### src/rtl/spi_sclk_pkg.sv
`timescale 1ns/1ps
package spi_sclk_pkg;
  typedef enum logic [1:0] {
    EDGE_NONE  = 2'd0,
    EDGE_LEAD  = 2'd1,
    EDGE_TRAIL = 2'd2
  } sclk_edge_e;
endpackage

### src/rtl/spi_presc_decode.sv
`timescale 1ns/1ps
module spi_presc_decode #(
  parameter int CODE_W = 5
) (
  input  logic [CODE_W-1:0] code,
  output logic [CODE_W-1:0] ratio
);
  localparam int LOW_W = CODE_W - 1;

  logic [LOW_W-1:0] low_bits;
  logic [CODE_W-1:0] raw;

  assign low_bits = code[LOW_W-1:0];

  always_comb begin
    if (code[CODE_W-1]) raw = {low_bits, 1'b0};
    else                raw = code;
    ratio = (raw == '0) ? CODE_W'(1) : raw;
  end
endmodule

### src/rtl/spi_half_timer.sv
`timescale 1ns/1ps
module spi_half_timer #(
  parameter int CNT_W = 5
) (
  input  logic             clk,
  input  logic             rst_n,
  input  logic             active,
  input  logic [CNT_W-1:0] ratio,
  output logic             tick
);
  logic [CNT_W-1:0] cnt_q;

  assign tick = active && (cnt_q == ratio - CNT_W'(1));

  always_ff @(posedge clk or negedge rst_n) begin
    if (!rst_n)            cnt_q <= '0;
    else if (!active || tick) cnt_q <= '0;
    else                   cnt_q <= cnt_q + CNT_W'(1);
  end
endmodule

### src/rtl/spi_edge_steer.sv
`timescale 1ns/1ps
module spi_edge_steer
  import spi_sclk_pkg::*;
(
  input  sclk_edge_e edge_kind,
  input  logic       cpha,
  input  logic       late,
  output logic       launch,
  output logic       sample
);
  logic is_lead, is_trail, normal_sample;

  always_comb begin
    is_lead       = (edge_kind == EDGE_LEAD);
    is_trail      = (edge_kind == EDGE_TRAIL);
    launch        = cpha ? is_lead : is_trail;
    normal_sample = cpha ? is_trail : is_lead;
    sample        = late ? launch : normal_sample;
  end
endmodule

### src/rtl/spi_sclk_gen.sv
`timescale 1ns/1ps
module spi_sclk_gen
  import spi_sclk_pkg::*;
#(
  parameter int CODE_W = 5
) (
  input  logic              clk,
  input  logic              rst_n,
  input  logic [CODE_W-1:0] presc_code,
  input  logic              cpol,
  input  logic              cpha,
  input  logic              late_capture,
  input  logic              run,
  output logic              sclk,
  output logic              launch_en,
  output logic              sample_en
);
  logic              running_q, sclk_q, pol_q, cpha_q, late_q;
  logic              launch_q, sample_q;
  logic [CODE_W-1:0] ratio_q, ratio_dec;
  logic              tick, launch_d, sample_d;
  sclk_edge_e        edge_kind;

  spi_presc_decode #(.CODE_W(CODE_W)) u_dec (
    .code  (presc_code),
    .ratio (ratio_dec)
  );

  spi_half_timer #(.CNT_W(CODE_W)) u_timer (
    .clk    (clk),
    .rst_n  (rst_n),
    .active (running_q),
    .ratio  (ratio_q),
    .tick   (tick)
  );

  always_comb begin
    edge_kind = EDGE_NONE;
    if (running_q && tick) begin
      if (sclk_q != pol_q)  edge_kind = EDGE_TRAIL;
      else if (run)         edge_kind = EDGE_LEAD;
    end
  end

  spi_edge_steer u_steer (
    .edge_kind (edge_kind),
    .cpha      (cpha_q),
    .late      (late_q),
    .launch    (launch_d),
    .sample    (sample_d)
  );

  always_ff @(posedge clk or negedge rst_n) begin
    if (!rst_n) begin
      running_q <= 1'b0;
      sclk_q    <= 1'b0;
      pol_q     <= 1'b0;
      cpha_q    <= 1'b0;
      late_q    <= 1'b0;
      ratio_q   <= CODE_W'(1);
      launch_q  <= 1'b0;
      sample_q  <= 1'b0;
    end else begin
      launch_q <= launch_d;
      sample_q <= sample_d;
      if (!running_q) begin
        sclk_q <= cpol;
        pol_q  <= cpol;
        if (run) begin
          running_q <= 1'b1;
          ratio_q   <= ratio_dec;
          cpha_q    <= cpha;
          late_q    <= late_capture;
        end
      end else if (tick) begin
        if (edge_kind == EDGE_NONE) running_q <= 1'b0;
        else                        sclk_q    <= ~sclk_q;
      end
    end
  end

  assign sclk      = sclk_q;
  assign launch_en = launch_q;
  assign sample_en = sample_q;
endmodule

### config.mk
export PLATFORM = sky130hd
export DESIGN_NAME = spi_sclk_gen
export DESIGN_NICKNAME = d
export VERILOG_FILES = /design/src/rtl/spi_sclk_pkg.sv /design/src/rtl/spi_presc_decode.sv /design/src/rtl/spi_half_timer.sv /design/src/rtl/spi_edge_steer.sv /design/src/rtl/spi_sclk_gen.sv
export SDC_FILE = /design/constraint.sdc
export NUM_CORES = 1
export LEC_CHECK = 0
export BUFFER_PORTS_ARGS = -buffer_cell sky130_fd_sc_hd__buf_2
export CAP_MARGIN = 5
export CORE_MARGIN = 8
export CORE_UTILIZATION = 51
export CTS_BUF_LIST = sky130_fd_sc_hd__clkbuf_2
export DETAILED_ROUTE_END_ITERATION = 12
export GPL_TIMING_DRIVEN = 0
export PLACE_DENSITY = 0.85
export SLEW_MARGIN = 20
export SYNTH_ARGS = -nofsm -noshare
export SYNTH_HDL_FRONTEND = slang
export SYNTH_SLANG_ARGS = --single-unit
### constraint.sdc
create_clock -name clk -period 1.74 [get_ports clk]
set_input_delay 0.174 -clock clk [delete_from_list [all_inputs] [get_ports clk]]
set_output_delay 0.174 -clock clk [all_outputs]
set_load 0.005 [all_outputs]
### Word level (Yosys, flattened, before mapping)

Index checks and enable logic that the tools add are counted.

* register bits: 17
* input bits: 11
* logic and storage cells: 43
* output and inout port bits: 3

* eq/ne operators: 6
* bitwise gates (word level): 2
* reductions and logical operators: 8
* add/sub/neg operators: 2
* mux-type cells: 16

Operators with widths (number)
* 2-to-1 mux 5 bit: 3
* 2-to-1 mux 1 bit: 11
* adder 5 x 1 -> 5 bit (second input constant): 1
* equality test 5 bit: 1
* zero test 5 bit: 1
* subtractor 5 x 1 -> 5 bit (second input constant): 1
* 2-to-1 mux 2 bit: 2
* AND reduction 2 bit: 2
* equality test 2 x 1 -> 1 bit (second input constant): 1
* equality test 2 bit (second input constant): 1
* logical AND 1 bit: 2
* zero test 2 bit: 1
* != test 2 x 1 -> 1 bit (second input constant): 1
* != test 2 bit (second input constant): 1
* inverter 1 bit: 2
* zero test 1 bit: 1
* logical OR 1 bit: 1
* != test 1 bit: 1

### Longest topological paths before layout

Gate-level depths: netlist (run 1).

* depth in word-level cells: 9
* gate-level depth with buffers: 7

### By module

A second synthesis (run 1) with hierarchy kept.

* cell total of the unflattened synthesis: 83
* area total of the unflattened synthesis: 958.4 sq um

Modules (own cells, without submodules)
* spi_sclk_gen: times used 1, area each 501.7 sq um, cells an instance 34
* spi_half_timer: times used 1, area each 352.8 sq um, cells an instance 38
* spi_presc_decode: times used 1, area each 62.6 sq um, cells an instance 6
* spi_edge_steer: times used 1, area each 41.3 sq um, cells an instance 5

### Worst setup path after synthesis (run 1)

Ideal clock, no wire load.

* path type: reg-to-reg
* from: reg ratio_q[0]
* to: reg sclk_q, in the netlist sclk
* cell stages (with the launch flop): 8
* arrival: 1.755 ns
* clock period less this slack: 1.858 ns
* library setup time: 0.104 ns
* setup slack: -0.118 ns
* cells stage by stage: dfstp_2 inv_1 ha_1 xor2_1 nand3_2 nor3_4 nor2_2 o41ai_2

* longest elaborated chain between the ends: 8
* elaborated cells on any way between the ends: 9
* classes of those cells: add/sub (1); eq/ne (3); mux (1); reduce/logical (4)

RTL lines
* start, declared: RTL line spi_sclk_gen.sv:20 `logic [CODE_W-1:0] ratio_q, ratio_dec;`
* start signal, assigned: RTL line spi_sclk_gen.sv:71 `ratio_q <= ratio_dec;`
* subtractor 5 x 1 -> 5 bit (*): RTL line spi_half_timer.sv:13 `assign tick = active && (cnt_q == ratio - CNT_W'(1));`
* equality test 5 bit (*): RTL line spi_half_timer.sv:13
* logical AND 1 bit (*): RTL line spi_half_timer.sv:13
* logical AND 1 bit: RTL line spi_sclk_gen.sv:39 `if (running_q && tick) begin`
* 2-to-1 mux 2 bit: RTL line spi_sclk_gen.sv:39
* zero test 2 bit: RTL line spi_sclk_gen.sv:76 `if (edge_kind == EDGE_NONE) running_q <= 1'b0;`
* != test 2 bit (no source line)
* AND reduction 2 bit (no source line) (*)
* end signal, assigned: RTL line spi_sclk_gen.sv:67 `sclk_q <= cpol;`
* end signal, assigned: RTL line spi_sclk_gen.sv:77 `else sclk_q <= ~sclk_q;`
* end, declared: RTL line spi_sclk_gen.sv:18 `logic running_q, sclk_q, pol_q, cpha_q, late_q;`

Mark *: on every way between the ends. The rest lies on a longest branch, timed or not.
A chain may end at the register's enable or synchronous reset.

### Final worst setup path (run 1)

* from: reg ratio_q[0]
* to: reg u_timer.cnt_q[2]

* longest elaborated chain between the ends: 5

RTL lines
* subtractor 5 x 1 -> 5 bit: RTL line spi_half_timer.sv:13
* equality test 5 bit: RTL line spi_half_timer.sv:13
* logical AND 1 bit: RTL line spi_half_timer.sv:13
* logical OR 1 bit: RTL line spi_half_timer.sv:17 `else if (!active || tick) cnt_q <= '0;`
* 2-to-1 mux 5 bit: RTL line spi_half_timer.sv:17
* end signal, assigned: RTL line spi_half_timer.sv:18 `else cnt_q <= cnt_q + CNT_W'(1);`
* end, declared: RTL line spi_half_timer.sv:11 `logic [CNT_W-1:0] cnt_q;`

No other way between the ends.

==> impl_metrics.ini, run 1 <==
[global_route]
vias_in_the_first_global_route = 693
grt_use_total = 0.113
largest_net_degree_at_the_start_of_global_routing = 18
antenna_found_initial = 0
globalRouteOverflowTotal = 0
grt_pass1_wl_um = 2970

[status]
outcome = complete, but fails checks
violations = setup timing

[timing]
finalHoldViolations = 0
final.min_clock_period_ns = 1.83
max_slew_margin = 0.737
fin_skew_ns = 0.0125
fin_hold_ws_ns = 0.0901
max_freq_mhz = 545
grt_setup_unrepaired = true
final_critical_path_setup_slack_ns = -0.0943
timing.final.max_slew_violations = 0
final-setup-viol-count = 7
tightest_slew_ns = 0.391
min_period_over_period = 1.05

[route]
ant_nets = 0
firstDrtPassIters = 2
wirelength_met1_um = 789
highest_layer = met4
route.met2.wl_um = 820
drt-initial-drc-count = 8
vias = 657
met3RoutedLength_um = 33
drt-total-wl_um = 1670
detail_route.drc_violations = 0
via_per_inst = 5.34
routedWlPerCell_um = 13.6

[floorplanning]
initial_utilization = 0.527
die_height_um = 57.8
core_region_area_um2 = 1690
core.rowCount = 15
chipWidth_um = 57.8
num_io_pins = 14
die_area_um2 = 3340

[clock_tree]
cts-buffers-inserted = 3
tritoncts = done
clock_tree.htree_level_count = 1
insertion_delay_ns = 0.29
clock_tree_sinks = 17
cts.path.max_buffers = 2
clk_pin_slew_ns = 0.17
root_buffer = clkbuf_2

[setup_path]
worst-endpoint-required_ns = 1.94
timing.critical_path.fanout_max = 5
crit_path_max_incr_delay_ns = 0.58
critPathTopFamily = flip-flops
worstSetupEndpointType = register
crit_path_cell_trace = inv_2, ha_4, xor2_2, nand3_2, nor3_4, buf_4, nand2b_4, nor2_1
crit_path_start_kind = register
timing.critical_path.slowest_stage_cell = dfstp_2
critical_path_arrival_ns = 2.03
worstPathBufferInverterCount = 2
path_class = reg2reg

[layout]
seq_area_um2 = 427
postLayoutCellArea_um2 = 1090
antennaDiodeCount = 0
final_net_count = 120
layoutNonFillerInstCount = 123
drive_above_1_share = 0.377
post-route-util = 0.646
area_used_by_multi_input_combinational_logic_um2 = 508
synthToLayoutAreaGrowth_pct = 22.5
final.fill_count = 140

[yosys]
post_synth_most_frequent_cells = 16 x dfrtp_1, 13 x nand2_1, 7 x o21ai_0
synthDominantCellAreaShare = 0.449
synth.lib_cells_used.distinct = 28
postSynthRegisterBits = 17
synth.yosys.warnings = 0
yosysSeqAreaShare = 0.479
ys.flop_type = dfrtp_1
synth.net_count = 99
post_synth_inst_count = 86
synth_async_sr_flop_share = 1.00
synth_top_cell_by_area = dfrtp_1
synth_enable_flop_cells = 0
synth.most_common_cell = dfrtp_1
avgSynthCellArea_um2 = 10.4
synthesis.area_um2 = 891
post_synth_main_area_contributors = dfrtp_1 45%, xnor2_1 5.9%, nand2_1 5.5%

[placed_design]
placed_cells = 115
port_buffers = 12
gpl.final_weighted_congestion = 0.684
hpwl_after_detailed_placement_um = 1230
place_area_um2 = 1010

[hold_path]
holdCritPathClass = in2reg

[power_and_ir_drop]
power.density_nw_per_um2 = 1860
power.ir.vdd_worst_uv = 1050
p_leak_uw = 0.000520

[job]
drv.max_cap_violation_count = 0
worst register-to-register path, stage by stage (launching register included):
cell and delay (ns):
dfstp_2 0.58, inv_2 0.05, ha_4 0.26, xor2_2 0.17
nand3_2 0.11, nor3_4 0.21, buf_4 0.15, nand2b_4 0.15
nor2_1 0.05
cell families after synthesis:
| group | synth area share |
|---|---|
| AND/OR/NAND/NOR | 0.184 |
| XOR/XNOR | 0.135 |
| flip-flops | 0.479 |
| buffers and inverters | 0.0253 |
| adder cells (fa/ha/maj) | 0.0281 |
| multiplexers | 0.0590 |
| AO/OA/AOI/OAI | 0.0899 |
area by class of cell:
cell class	count	share of cell area
clock inverter	1	0.00459
clock buffer	3	0.0138
tap	17	0.0195
buffer	2	0.00688
sequential	17	0.391
multi-input combinational	63	0.466
timing repair buffer	16	0.0849
inverter	4	0.0138
per-stage QoR:
| step | setup TNS, ns | total power, uW | setup slack [ns] |
|---|---|---|---|
| global route | -1.10 | 2190 | -0.156 |
| global placement | -0.329 | 1650 | -0.0736 |
| detailed placement | -0.684 | 1690 | -0.134 |
| finish | -0.599 | 2030 | -0.0943 |
| CTS | -0.329 | 1960 | -0.0780 |
| floorplan | 0 | 1510 | 0.00545 |
worst paths after layout:
path	from	to	slack, ns	cells past startpoint
worst max register to register	ratio_q[0]	u_timer.cnt_q[2]	-0.09	8
worst min register to register	ratio_q[4]	ratio_q[4]	0.53	2
worst min-delay path	cpol	sclk	0.09	3
max in group asynchronous	rst_n	ratio_q[0]	1.14	2
min in group asynchronous	rst_n	running_q	0.30	2
worst max-delay path	ratio_q[0]	u_timer.cnt_q[2]	-0.09	8
placed cells by master (no fill, tap or decap), types with 2 or more instances in the layout:
cell,netlist,routed
dfrtp_1,16,16
nand2_1,13,12
buf_2,0,12
o21ai_0,7,7
xnor2_1,6,5
nor2_2,1,5
xor2_1,5,4
nand3_1,3,3
inv_1,4,3
mux2i_1,3,3
clkbuf_2,0,3
buf_4,0,3
nor3_1,2,2
and3_1,2,2
mux2_2,2,2
clkbuf_1,2,2
layer usage:
layer  global-route usage  up-vias
li1                     -      334
met1                0.133      311
met5                    0        -
met4               0.0769        0
met2                0.186       10
met3               0.0177        2
flip-flops by register name, indices dropped and copies added, names as in the netlist:
| name | cells |
|---|---|
| cpha_q | 1 |
| late_q | 1 |
| launch_en | 1 |
| pol_q | 1 |
| ratio_q | 5 |
| running_q | 1 |
| sample_en | 1 |
| sclk | 1 |
| u_timer.cnt_q | 5 |
where the power goes:
| part | internal, uW | switching [uW] | leakage (uW) | total [uW] |
|---|---|---|---|---|
| Sequential | 568 | 186 | 0.000210 | 753 |
| Clock | 52.1 | 124 | 0.0000164 | 177 |
| Combinational | 558 | 542 | 0.000293 | 1100 |
what timing repair did:
item,in CTS,in global routing
resized for setup,6,4
hold endpoints to repair,16,0
setup endpoints to repair,8,9
setup buffers,1,2
pin swaps,7,5
hold buffers,1,0
(Power assumes the default switching activity.)
==> run 2: changes to the inputs <==
--- a/config.mk
+++ b/config.mk
@@ -11,7 +11,6 @@
 export CORE_UTILIZATION = 51
 export CTS_BUF_LIST = sky130_fd_sc_hd__clkbuf_2
 export DETAILED_ROUTE_END_ITERATION = 12
-export GPL_TIMING_DRIVEN = 0
 export PLACE_DENSITY = 0.85
 export SLEW_MARGIN = 20
 export SYNTH_ARGS = -nofsm -noshare
==> run 2 against run 1 <==
  * The flow still finishes with violations (setup timing)
  * Sequential power is 1% lower
  * Power shrank 4.4%
  * Non-clock buffer count decreased by 2
  * Register-to-register slack barely moved
  * Critical path type unchanged
==> impl_metrics.ini, run 2 (same netlist as run 1, synthesis figures left out) <==
[floorplanning]
die_area_um2 = 3340
initial_utilization = 0.527
core_region_area_um2 = 1690
chipWidth_um = 57.8
die_height_um = 57.8
core.rowCount = 15
num_io_pins = 14

[route]
detail_route.drc_violations = 0
firstDrtPassIters = 4
drt-total-wl_um = 1780
via_per_inst = 5.64
met3RoutedLength_um = 59
route.met2.wl_um = 862
drt-initial-drc-count = 16
routedWlPerCell_um = 14.7
ant_nets = 0
wirelength_met1_um = 810
vias = 683
highest_layer = met4

[timing]
grt_setup_unrepaired = true
final-setup-viol-count = 3
max_slew_margin = 0.735
timing.final.max_slew_violations = 0
final_critical_path_setup_slack_ns = -0.100
max_freq_mhz = 543
min_period_over_period = 1.06
final.min_clock_period_ns = 1.84
tightest_slew_ns = 0.395
finalHoldViolations = 0
fin_skew_ns = 0.00742

[global_route]
largest_net_degree_at_the_start_of_global_routing = 18
grt_use_total = 0.119
globalRouteOverflowTotal = 0
antenna_found_initial = 0
vias_in_the_first_global_route = 689
grt_pass1_wl_um = 3060

[setup_path]
crit_path_start_kind = register
timing.critical_path.fanout_max = 4
worstPathBufferInverterCount = 1
worst-endpoint-required_ns = 1.94
timing.critical_path.slowest_stage_cell = dfstp_2
critPathTopFamily = flip-flops
crit_path_cell_trace = inv_2, ha_4, nor3b_2, xnor2_2, nor3_4, and3_1, o41ai_2
crit_path_max_incr_delay_ns = 0.57
critical_path_arrival_ns = 2.04
path_class = reg2reg
worstSetupEndpointType = register

[power_and_ir_drop]
p_leak_uw = 0.000514
power.clock.fraction = 0.095
power.share.sequential = 0.384
power.density_nw_per_um2 = 1840
internal-power_uw = 1120
p_sw_frac = 0.423
p_switching_uw = 821
power.ir.vdd_worst_uv = 705
combinationalPowerShare = 0.521

[clock_tree]
clock_tree_sinks = 17
root_buffer = clkbuf_2
cts-buffers-inserted = 3
insertion_delay_ns = 0.30
cts.path.max_buffers = 2
tritoncts = done
clock_tree.htree_level_count = 1
clk_pin_slew_ns = 0.16

[layout]
final.fill_count = 146
largestRegisters = ratio_q (5), u_timer.cnt_q (5)
final_net_count = 118
area_used_by_multi_input_combinational_logic_um2 = 484
synthToLayoutAreaGrowth_pct = 18.7
seq_area_um2 = 427
layoutNonFillerInstCount = 121
mostFrequentLayoutCell = dfrtp_1
drive_above_1_share = 0.337
final_cell_mix = 16 x dfrtp_1, 13 x nand2_1, 13 x buf_2, 7 x o21ai_0
antennaDiodeCount = 0

[job]
drv.max_cap_violation_count = 0

[status]
outcome = complete, but fails checks
violations = setup timing

[hold_path]
holdCritPathClass = in2reg

[placed_design]
gpl.final_weighted_congestion = 0.709
port_buffers = 13
placed_cells = 115
placement.setup.worst_slack_ns = -0.0847
hpwl_after_detailed_placement_um = 1370
[run 2: routing by layer]
layer / track usage / up-vias
met5: 0 / -
met4: 0.0909 / 0
met3: 0.0132 / 4
met2: 0.198 / 24
met1: 0.137 / 325
li1: - / 330
[run 2: path summary, 6_finish.rpt]
kind,from,endpoint,slack (ns),cells past startpoint
setup / recovery,ratio_q[0],sclk,-0.10,7
hold / removal,late_capture,late_q,0.10,2
setup reg to reg,ratio_q[0],sclk,-0.10,7
hold reg to reg,ratio_q[4],ratio_q[4],0.52,2
max in group asynchronous,rst_n,ratio_q[0],1.14,2
min in group asynchronous,rst_n,u_timer.cnt_q[2],0.29,2
[run 2: timing repair]
action / in CTS / in global routing
hold buffers: 1 / 0
setup endpoints to repair: 8 / 9
buffers inserted: 1 / 0
endpoints found under the hold margin: 16 / 0
gates resized for setup: 3 / 0
pin swaps: 4 / 1
[run 2: per-stage QoR]
stage                     TNS (ns)  area [um2]  total power, uW  hold WS [ns]   util
after floorplan                  0         926             1510        -0.122      -
after global placement     -0.0859        1010             1660         0.110  0.599
after detailed placement    -0.432        1010             1720         0.116  0.599
after CTS                   -0.422        1060             1950        0.0905  0.626
after global routing        -0.739        1060             2100        0.0843  0.626
final                       -0.213        1060             1940         0.103  0.626
[run 2: power by group through the flow]
stage / Sequential [uW] / Combinational (uW) / Clock [uW]
3_5_place_dp: 748 / 975 / 0
4_1_cts: 742 / 1020 / 189
6_report: 745 / 1010 / 184
3_3_place_gp: 738 / 924 / 0
2_1_floorplan: 715 / 797 / 0
5_1_grt: 765 / 1130 / 202
[run 2: worst register-to-register path, cell delays in order (launching register included)]
cell	delay (ns)
dfstp_2	0.57
inv_2	0.05
ha_4	0.15
nor3b_2	0.16
xnor2_2	0.22
nor3_4	0.09
and3_1	0.20
o41ai_2	0.31
[run 2: final cells by class]
type | instances | area share
tap | 17 | 0.0201
timing repair buffer | 16 | 0.0852
inverter | 4 | 0.0142
sequential | 17 | 0.404
multi-input combinational | 63 | 0.458
clock buffer | 4 | 0.0189
==> run 3: changes to the inputs <==
--- a/config.mk
+++ b/config.mk
@@ -12,6 +12,7 @@
 export CTS_BUF_LIST = sky130_fd_sc_hd__clkbuf_2
 export DETAILED_ROUTE_END_ITERATION = 12
 export PLACE_DENSITY = 0.85
+export SETUP_SLACK_MARGIN = 0.5
 export SLEW_MARGIN = 20
 export SYNTH_ARGS = -nofsm -noshare
 export SYNTH_HDL_FRONTEND = slang
==> run 3 against run 2 <==
  * The run still ends with setup timing left
  * First-iteration DRC count unchanged
  * Final area rose by 3.2%
  * Critical path depth did not move
  * Wire length fell by 5.0%
  * Power is 4.1% higher
  * Combinational power is 7% higher
  * Sequential power is 3% higher
  * Via count shrank 2.3%
  * Global-route usage decreased by 1.0 points
  * Clock-buffer cell count fell by 1
==> impl_metrics.ini, run 3 (same netlist as run 1, synthesis figures left out) <==
[setup_path]
crit_path_cell_trace = inv_2, ha_4, nor3b_4, xnor2_2, nor3_4, and3_1, o41ai_2
rr_worst_depth = 7
rrSetupSlack_ns = -0.08
critical_path.endpoint = sclk
critPathTopFamily = flip-flops
worst-endpoint-required_ns = 1.94
crit_path_max_incr_delay_ns = 0.58
rr_endpoint = sclk
timing.critical_path.fanout_max = 4
reg2reg_from = ratio_q[0]
worstPathBufferInverterCount = 1
crit_path_start_kind = register
timing.critical_path.slowest_stage_cell = dfstp_2
path_class = reg2reg
critPathLaunch = ratio_q[0]
critical_path_cell_count = 7
critical_path_arrival_ns = 2.02
worstSetupEndpointType = register

[route]
met3RoutedLength_um = 57
ant_nets = 0
drt-total-wl_um = 1690
firstDrtPassIters = 4
route.met2.wl_um = 808
highest_layer = met4
via_per_inst = 5.51
detail_route.drc_violations = 0
drt-initial-drc-count = 16
vias = 667
routedWlPerCell_um = 14.0
wirelength_met1_um = 765

[placed_design]
placement.setup.worst_slack_ns = -0.0824
port_buffers = 13
placed_cells = 115
hpwl_after_detailed_placement_um = 1300
gpl.final_weighted_congestion = 0.786

[floorplanning]
die_height_um = 57.8
chipWidth_um = 57.8
core_region_area_um2 = 1690
initial_utilization = 0.527
core.rowCount = 15
num_io_pins = 14
die_area_um2 = 3340

[clock_tree]
clk_pin_slew_ns = 0.16
tritoncts = done
root_buffer = clkbuf_2
insertion_delay_ns = 0.29
clock_tree_sinks = 17
clock_tree.htree_level_count = 1
cts.path.max_buffers = 2
cts-buffers-inserted = 3

[layout]
antennaDiodeCount = 0
area_used_by_multi_input_combinational_logic_um2 = 514
post-route-util = 0.646
layoutNonFillerInstCount = 121
synthToLayoutAreaGrowth_pct = 22.5
mostFrequentLayoutCell = dfrtp_1
final_net_count = 118
final.fill_count = 147
drive_above_1_share = 0.375
final_cell_mix = 16 x dfrtp_1, 13 x buf_2, 10 x nand2_1, 7 x o21ai_0
seq_area_um2 = 427
largestRegisters = ratio_q (5), u_timer.cnt_q (5)

[global_route]
grt_pass1_wl_um = 2900
largest_net_degree_at_the_start_of_global_routing = 18
antenna_found_initial = 0
grt_use_total = 0.109
globalRouteOverflowTotal = 0
vias_in_the_first_global_route = 675

[power_and_ir_drop]
p_leak_uw = 0.000518
internal-power_uw = 1160
p_switching_uw = 856
power.ir.vdd_worst_uv = 972
power.clock.fraction = 0.087
combinationalPowerShare = 0.535
p_sw_frac = 0.424
power.share.sequential = 0.378
power.density_nw_per_um2 = 1850

[timing]
final-setup-viol-count = 6
grt_setup_unrepaired = true
final_critical_path_setup_slack_ns = -0.0787
finalHoldViolations = 0
timing.final.max_slew_violations = 0
fin_hold_ws_ns = 0.0973
max_freq_mhz = 550
min_period_over_period = 1.05
final.min_clock_period_ns = 1.82
fin_skew_ns = 0.00280
tightest_slew_ns = 0.415
max_slew_margin = 0.722

[hold_path]
worst_hold_startpoint = cpha
holdCritPathClass = in2reg

[job]
drv.max_cap_violation_count = 0

[status]
violations = setup timing
outcome = complete, but fails checks
[run 3: cell count changes in the layout (fill, tap and decap cells not counted), sizes merged]
| cell | before | now |
|---|---|---|
| clkbuf | 4 | 3 |
| clkinv | 0 | 1 |
[run 3: layout make-up]
class | instances | share of cell area
Sequential cell | 17 | 0.391
Multi-Input combinational cell | 63 | 0.471
Tap cell | 17 | 0.0195
Timing Repair Buffer | 16 | 0.0860
Clock buffer | 3 | 0.0138
Inverter | 4 | 0.0138
Clock inverter | 1 | 0.00459
[run 3: repair_timing]
| action | 4_1_cts | 5_1_grt |
|---|---|---|
| gates resized for setup | 5 | 4 |
| hold buffers | 1 | 0 |
| buffers inserted | 1 | 0 |
| endpoints found under the hold margin | 16 | 0 |
| pin swaps | 3 | 1 |
| setup endpoints to repair | 11 | 11 |
[run 3: power groups by stage]
stage                     sequential [uW]  clock [uW]  combinational (uW)
after floorplan                       717           0                 797
after global placement                741           0                 918
after detailed placement              755           0                 969
after CTS                             744         183                1030
after global routing                  790         194                1190
final                                 765         176                1080
[run 3: metrics by stage]
step / power (uW) / TNS, ns / cell area [um2]
after detailed placement: 1720 / -0.349 / 1010
after floorplan: 1510 / 0 / 926
after CTS: 1960 / -0.514 / 1070
after global placement: 1660 / 0 / 1010
after global routing: 2170 / -0.820 / 1090
final: 2020 / -0.201 / 1090
[run 3: worst min path at each step]
stage                  endpoint  slack [ns]  cells past startpoint
2_1_floorplan            cpha_q       -0.12                      0
3_3_place_gp   u_timer.cnt_q[2]        0.11                      1
3_5_place_dp   u_timer.cnt_q[3]        0.11                      1
4_1_cts                    sclk        0.09                      3
5_1_grt                  cpha_q         0.1                      2
6_report                 cpha_q         0.1                      2
[run 3: metal layers]
layer / global-route usage / vias up
met5: 0 / -
met4: 0.0839 / 0
met3: 0.0132 / 8
met2: 0.174 / 24
met1: 0.130 / 305
li1: - / 330
